File: config.mk
export PLATFORM = sky130hd
export DESIGN_NAME = redir_window
export DESIGN_NICKNAME = d
export VERILOG_FILES = /design/src/rtl/redir_pkg.sv /design/src/rtl/redir_decode.sv /design/src/rtl/redir_table.sv /design/src/rtl/redir_fsm.sv /design/src/rtl/redir_window.sv
export SDC_FILE = /design/constraint.sdc
export NUM_CORES = 2
export LEC_CHECK = 0
export CORE_AREA = 4 4 632 634
export DETAILED_ROUTE_END_ITERATION = 8
export DIE_AREA = 0 0 636 638
export PLACE_DENSITY = 0.47
export SKIP_LAST_GASP = 1
export SYNTH_ARGS = -nofsm -noshare
export SYNTH_HDL_FRONTEND = slang
export SYNTH_SLANG_ARGS = --single-unit
File: constraint.sdc
create_clock -name clk -period 9.41 [get_ports clk]
set_clock_uncertainty 0.15 [all_clocks]
set_input_delay 0.941 -clock clk [delete_from_list [all_inputs] [get_ports clk]]
set_output_delay 0.941 -clock clk [all_outputs]
set_load 0.01 [all_outputs]
File: src/rtl/redir_pkg.sv
package redir_pkg;
    localparam logic [7:0] OFS_SEL      = 8'h00;
    localparam logic [7:0] OFS_WIN      = 8'h10;
    localparam logic [7:0] SEL_ID       = 8'h00;
    localparam logic [7:0] SEL_VER      = 8'h01;
    localparam logic [7:0] SEL_ARB      = 8'h02;
    localparam logic [7:0] SEL_TAB_BASE = 8'h10;
    localparam logic [7:0] VER_CONST    = 8'h11;
    localparam int         ID_LSB       = 24;
    localparam int         ID_W         = 4;
    localparam int         MAXENT_LSB   = 16;
    localparam logic [63:0] ENTRY_RST   = 64'h0000_0000_0001_0000;

    typedef enum logic [2:0] {
        K_NONE,
        K_ID,
        K_VER,
        K_ARB,
        K_ENTRY
    } win_kind_e;

    typedef enum logic [1:0] {
        ST_IDLE,
        ST_RD_DONE,
        ST_WR_SVC
    } win_state_e;
endpackage

File: src/rtl/redir_decode.sv
module redir_decode
    import redir_pkg::*;
#(
    parameter int NUM_PINS = 24,
    parameter int IDX_W    = $clog2(NUM_PINS)
) (
    input  logic [7:0]       ofs,
    input  logic [7:0]       sel,
    input  logic [3:0]       size,
    output logic             is_sel,
    output logic             is_win,
    output logic             size_ok,
    output win_kind_e        kind,
    output logic [IDX_W-1:0] idx,
    output logic             hi
);
    logic [8:0] diff;
    logic [7:0] full_idx;
    logic       in_range;
    logic       unused_diff_lsb;

    always_comb begin
        is_sel   = (ofs == OFS_SEL);
        is_win   = (ofs == OFS_WIN);
        size_ok  = (size == 4'd4);
        diff     = {1'b0, sel} - {1'b0, SEL_TAB_BASE};
        full_idx = {1'b0, diff[7:1]};
        in_range = !diff[8] && (full_idx < 8'(NUM_PINS));
        idx      = full_idx[IDX_W-1:0];
        hi       = sel[0];
        unique case (sel)
            SEL_ID:  kind = K_ID;
            SEL_VER: kind = K_VER;
            SEL_ARB: kind = K_ARB;
            default: kind = in_range ? K_ENTRY : K_NONE;
        endcase
    end

    assign unused_diff_lsb = diff[0];
endmodule

File: src/rtl/redir_table.sv
module redir_table
    import redir_pkg::*;
#(
    parameter int NUM_PINS = 24,
    parameter int IDX_W    = $clog2(NUM_PINS)
) (
    input  logic                     clk,
    input  logic                     rst_n,
    input  logic                     wr_en,
    input  logic [IDX_W-1:0]         idx,
    input  logic                     hi,
    input  logic [31:0]              wr_data,
    output logic [31:0]              rd_word,
    output logic [NUM_PINS*64-1:0]   entries_o
);
    logic [63:0] ent_q [NUM_PINS];

    for (genvar i = 0; i < NUM_PINS; i++) begin : g_ent
        always_ff @(posedge clk or negedge rst_n) begin
            if (!rst_n) begin
                ent_q[i] <= ENTRY_RST;
            end else if (wr_en && (idx == IDX_W'(i))) begin
                if (hi) ent_q[i][63:32] <= wr_data;
                else    ent_q[i][31:0]  <= wr_data;
            end
        end
        assign entries_o[64*i +: 64] = ent_q[i];

        AST_LO_KEPT_ON_HI_WR: assert property (@(posedge clk) disable iff (!rst_n)
            (wr_en && hi && idx == IDX_W'(i)) |=> (ent_q[i][31:0] == $past(ent_q[i][31:0])));
        AST_HI_KEPT_ON_LO_WR: assert property (@(posedge clk) disable iff (!rst_n)
            (wr_en && !hi && idx == IDX_W'(i)) |=> (ent_q[i][63:32] == $past(ent_q[i][63:32])));
    end

    always_comb begin
        rd_word = '0;
        for (int i = 0; i < NUM_PINS; i++) begin
            if (idx == IDX_W'(i)) rd_word = hi ? ent_q[i][63:32] : ent_q[i][31:0];
        end
    end
endmodule

File: src/rtl/redir_fsm.sv
module redir_fsm
    import redir_pkg::*;
(
    input  logic clk,
    input  logic rst_n,
    input  logic rd_go,
    input  logic tab_wr_go,
    output logic rvalid,
    output logic svc_strobe
);
    win_state_e state_q, state_d;

    always_ff @(posedge clk or negedge rst_n) begin
        if (!rst_n) state_q <= ST_IDLE;
        else        state_q <= state_d;
    end

    always_comb begin
        if (rd_go)          state_d = ST_RD_DONE;
        else if (tab_wr_go) state_d = ST_WR_SVC;
        else                state_d = ST_IDLE;
    end

    always_comb begin
        rvalid     = 1'b0;
        svc_strobe = 1'b0;
        unique case (state_q)
            ST_IDLE:    ;
            ST_RD_DONE: rvalid     = 1'b1;
            ST_WR_SVC:  svc_strobe = 1'b1;
            default:    ;
        endcase
    end

    AST_ONE_OUTPUT: assert property (@(posedge clk) disable iff (!rst_n)
        !(rvalid && svc_strobe));
endmodule

File: src/rtl/redir_window.sv
module redir_window
    import redir_pkg::*;
#(
    parameter int ADDR_W   = 12,
    parameter int NUM_PINS = 24
) (
    input  logic                   clk,
    input  logic                   rst_n,
    input  logic                   bus_req,
    input  logic                   bus_we,
    input  logic [ADDR_W-1:0]      bus_addr,
    input  logic [3:0]             bus_size,
    input  logic [31:0]            bus_wdata,
    output logic [31:0]            bus_rdata,
    output logic                   bus_rvalid,
    output logic [NUM_PINS*64-1:0] entries_o,
    output logic                   svc_strobe
);
    localparam int IDX_W = $clog2(NUM_PINS);
    localparam logic [31:0] VER_WORD =
        32'(VER_CONST) | (32'(NUM_PINS - 1) << MAXENT_LSB);

    logic [7:0]      sel_q;
    logic [ID_W-1:0] id_q;
    logic [31:0]     rdata_q;
    logic            is_sel, is_win, size_ok, hi;
    win_kind_e       kind;
    logic [IDX_W-1:0] idx;
    logic [31:0]     tab_word, rd_val;
    logic            wr_any, rd_go, sel_wr, id_wr, tab_wr, win_ok;
    logic            unused_addr_hi;

    assign unused_addr_hi = ^bus_addr[ADDR_W-1:8];

    redir_decode #(.NUM_PINS(NUM_PINS), .IDX_W(IDX_W)) u_dec (
        .ofs(bus_addr[7:0]), .sel(sel_q), .size(bus_size),
        .is_sel(is_sel), .is_win(is_win), .size_ok(size_ok),
        .kind(kind), .idx(idx), .hi(hi)
    );

    assign wr_any = bus_req && bus_we;
    assign rd_go  = bus_req && !bus_we;
    assign win_ok = is_win && size_ok;
    assign sel_wr = wr_any && is_sel;
    assign id_wr  = wr_any && win_ok && (kind == K_ID);
    assign tab_wr = wr_any && win_ok && (kind == K_ENTRY);

    redir_table #(.NUM_PINS(NUM_PINS), .IDX_W(IDX_W)) u_tab (
        .clk(clk), .rst_n(rst_n), .wr_en(tab_wr), .idx(idx), .hi(hi),
        .wr_data(bus_wdata), .rd_word(tab_word), .entries_o(entries_o)
    );

    redir_fsm u_fsm (
        .clk(clk), .rst_n(rst_n), .rd_go(rd_go), .tab_wr_go(tab_wr),
        .rvalid(bus_rvalid), .svc_strobe(svc_strobe)
    );

    always_comb begin
        rd_val = '0;
        if (is_sel) begin
            rd_val = {24'b0, sel_q};
        end else if (win_ok) begin
            unique case (kind)
                K_ID, K_ARB: rd_val = 32'(id_q) << ID_LSB;
                K_VER:       rd_val = VER_WORD;
                K_ENTRY:     rd_val = tab_word;
                default:     rd_val = '0;
            endcase
        end
    end

    always_ff @(posedge clk or negedge rst_n) begin
        if (!rst_n) begin
            sel_q   <= '0;
            id_q    <= '0;
            rdata_q <= '0;
        end else begin
            if (sel_wr) sel_q   <= bus_wdata[7:0];
            if (id_wr)  id_q    <= bus_wdata[ID_LSB +: ID_W];
            if (rd_go)  rdata_q <= rd_val;
        end
    end

    assign bus_rdata = rdata_q;

    AST_RVALID_AFTER_RD: assert property (@(posedge clk) disable iff (!rst_n)
        rd_go |=> bus_rvalid);
    AST_NO_RVALID_OTHERWISE: assert property (@(posedge clk) disable iff (!rst_n)
        !rd_go |=> !bus_rvalid);
    AST_STROBE_AFTER_TAB_WR: assert property (@(posedge clk) disable iff (!rst_n)
        tab_wr |=> svc_strobe);
    AST_NO_STROBE_BAD_SIZE: assert property (@(posedge clk) disable iff (!rst_n)
        (wr_any && is_win && !size_ok) |=> !svc_strobe);
    AST_BAD_SIZE_RD_ZERO: assert property (@(posedge clk) disable iff (!rst_n)
        (rd_go && is_win && !size_ok) |=> (bus_rdata == 32'd0));
    AST_SEL_LOADED: assert property (@(posedge clk) disable iff (!rst_n)
        sel_wr |=> (sel_q == $past(bus_wdata[7:0])));
    AST_RDATA_HELD: assert property (@(posedge clk) disable iff (!rst_n)
        !rd_go |=> $stable(bus_rdata));
endmodule

==> metrics.cfg <==
[placement]
dp_hpwl_mm = 384.1
portBuffers = 1617
gp_congestion = 0.8752
dp_cells = 12100

[cts]
clk_path_buf_depth = 4
cts_buffers = 202
cts_tree = done
ctsHtreeMaxLevel = 4
root_buffer = clkbuf_16
post_cts_buffers = 0
cts.sink_count = 1582
cts_resized = 0
clock_latency_ns = 0.90
cts_hold_buf = 1
clkTransAtPathRegs_ns = 0.07

[layout]
final_layout_size_suffix_gt1_share_pct = 22.45
n_fill_cell = 41000
nNetsFinal = 7121
stdcell_count = 12510
syn_to_final_growth_pct = 38.89

[worst_setup_path]
path_depth = 14
worst_path_most_repeated_cell = buf_4
ff2ff_setup_slack_ns = 2.93
cp_num_buf_inv = 5
reg2reg_from = sel_q[4]
crit_start = sel_q[4]
critPathCapture = bus_rdata[13]
cpPeakStageDelay_ns = 0.82
crit_chain = buf_4 > inv_1 > ha_2 > and3b_1 > nand2_2 > buf_4 > buf_4 > a211oi_1 > a31oi_1 > o21ai_0 > buf_4 > a31oi_1 > o21ai_0 > a21oi_1
cp-end-kind = flip-flop
cp_max_fo = 20
cp_slowest_cell = ha_2
worstPathRequired_ns = 9.98
r2r-end = bus_rdata[13]
critPathKind = reg2reg
cp_top_family = compound AO/OA/AOI/OAI gates
rr_worst_depth = 14
critical_path_arrival_ns = 7.06
start_kind = flip-flop

[logic_synthesis]
yosysMostFrequentCell = dfrtp_1
synth.top_cells.by_area = dfrtp_1 52%, mux2_2 14%, mux2_1 12%
synth_warnings = 0
syn_inst = 5564
syn-cell-area_mm2 = 0.07448
syn-num-nets = 5618
synthDistinctLibCells = 75
synthArstFlopShare_pct = 100.0
synth_seq_cells = 1582
synth-edff-count = 0
synth_top_area_cell = dfrtp_1
synth_top_flop_cell = dfrtp_1
synthDominantCellAreaShare_pct = 52.35
avgSynthCellArea_um2 = 13.39
yosys-top-cells-count = 1558 x dfrtp_1, 894 x mux2_2, 788 x mux2_1
seq_area_frac_synth_pct = 53.20

[sta]
period_share_pct = 68.88
finalSetupViolations = 0
rsz0062_at_grt = false
max_clock_freq_ghz = 0.1543
slew_headroom_pct = -6.733
slew_viol_final = 1
tns_ns = 0
fin_crit_ns = 6.482
tightest_slew_ns = 1.601
timing.final.hold_violations = 0

[global_route]
grt_pass1_vias = 59630
grt_max_degree = 161
grt_pass1_wl_mm = 653.3
overflow = 0
groute.usage.overall_pct = 24.16
antenna_found_initial = 74

[route]
viasPerCell = 4.711
drc = 0
vias = 58940
antenna_left = 0
wl_per_cell_um = 40.81
drt_iter0_drc = 5155
routed_wl_mm = 510.6
drtPass1Iterations = 5

[pwr]
power_mw = 15.74
ir_worst_vdd_mv = 0.1631
leakagePower_nw = 45.62
powerDensity_mw_per_mm2 = 152.1

[outcome]
status = finished, violations left
violations = slew limit

[floorplan]
core_area_mm2 = 0.3942
io_pins = 1622
die_h_um = 638
die_w_um = 636
rows = 231
dieArea_mm2 = 0.4058
start_util_pct = 18.89

[job]
maxCapViolations = 0

[worst_hold_path]
hp-class = reg2reg

placed cells by master, fill, tap and decap left out, types with 19 or more instances in the layout:
cell type,instances
clkbuf_16,204
a221oi_1,40
clkbuf_8,35
mux2_2,894
nor3_1,55
clkinv_2,43
dfrtp_1,1553
mux2_1,788
nand2_4,20
nand2_1,59
o22ai_1,117
clkbuf_1,36
o211ai_1,25
nand3_1,20
buf_4,198
mux2i_1,601
clkdlybuf4s50_1,1584
buf_2,29
diode_2,42
dfstp_2,24
a31oi_1,19
o21ai_0,191
a211oi_1,40
nor2b_1,20
nor2_8,20
nand2_2,23
a22oi_1,23
a21oi_1,175
nor2_1,88
stage by stage:
step                      util [%]  worst slack [ns]  hold slack, ns  area (µm²)
after global routing         26.21             2.976          0.3753      103300
after floorplan                  -             5.842          0.3222       74480
after detailed placement     24.48             2.811          0.3223       96530
after global placement       24.48             2.880          0.3302       96530
after CTS                    26.21             3.109          0.3423      103300
final                        26.24             2.928          0.3400      103400
tightest hold or removal path, cell delays in order, from the launching register on:
cell and delay [ns]:
dfrtp_1 0.35, nand2_1 0.05, nand3_1 0.06
per-layer routing:
layer | vias up | track usage (%) | share of wire, %
met5 | - | 0 | 0.013
met4 | 10 | 9.178 | 4.6
met3 | 625 | 5.387 | 6.8
met2 | 2799 | 39.49 | 46
met1 | 31930 | 31.03 | 42
li1 | 23570 | - | -
state kept, by name, indices dropped and copies added (netlist names):
register         cells
u_tab.entries_o   1536
bus_rdata           32
sel_q                8
id_q                 4
u_fsm.state_q        2
power by group:
part | switching (mW) | internal [mW]
registers | 0.00911 | 6.81
clock network | 3.40 | 4.74
logic | 0.637 | 0.143
total | 4.05 | 11.7
cell type report:
type | instances | area [µm²] | area share, %
diodes | 42 | 105.1 | 0.1016
clock buffers | 275 | 5722 | 5.531
clock inverters | 90 | 1080 | 1.044
inverters | 5 | 18.77 | 0.01814
multi-input cells | 3448 | 32500 | 31.42
flip-flops and latches | 1582 | 39630 | 38.31
well taps | 5242 | 6559 | 6.340
repair buffers | 1828 | 17820 | 17.23
worst min-delay path by stage:
stage | from | endpoint | slack [ns] | cells past startpoint
2_1_floorplan | id_q[1] | id_q[1] | 0.32 | 1
4_1_cts | bus_rdata[27] | bus_rdata[27] | 0.34 | 2
3_5_place_dp | bus_rdata[27] | bus_rdata[27] | 0.32 | 2
3_3_place_gp | bus_rdata[30] | bus_rdata[30] | 0.33 | 2
6_report | bus_rdata[27] | bus_rdata[27] | 0.34 | 2
5_1_grt | bus_rdata[26] | bus_rdata[26] | 0.38 | 2
kinds of logic (layout without fill, tap and decap cells):
| family | after synthesis | count (layout) | share of synthesized area [%] |
|---|---|---|---|
| fa+ha+maj | 2 | 2 | 0.03359 |
| simple gates | 426 | 426 | 3.231 |
| compound gates | 729 | 729 | 6.090 |
| mux | 2291 | 2291 | 33.72 |
| buf+inv | 534 | 2198 | 3.733 |
| flops | 1582 | 1582 | 53.20 |
| other cells | 0 | 42 | 0 |
(Power assumes the default switching activity.)
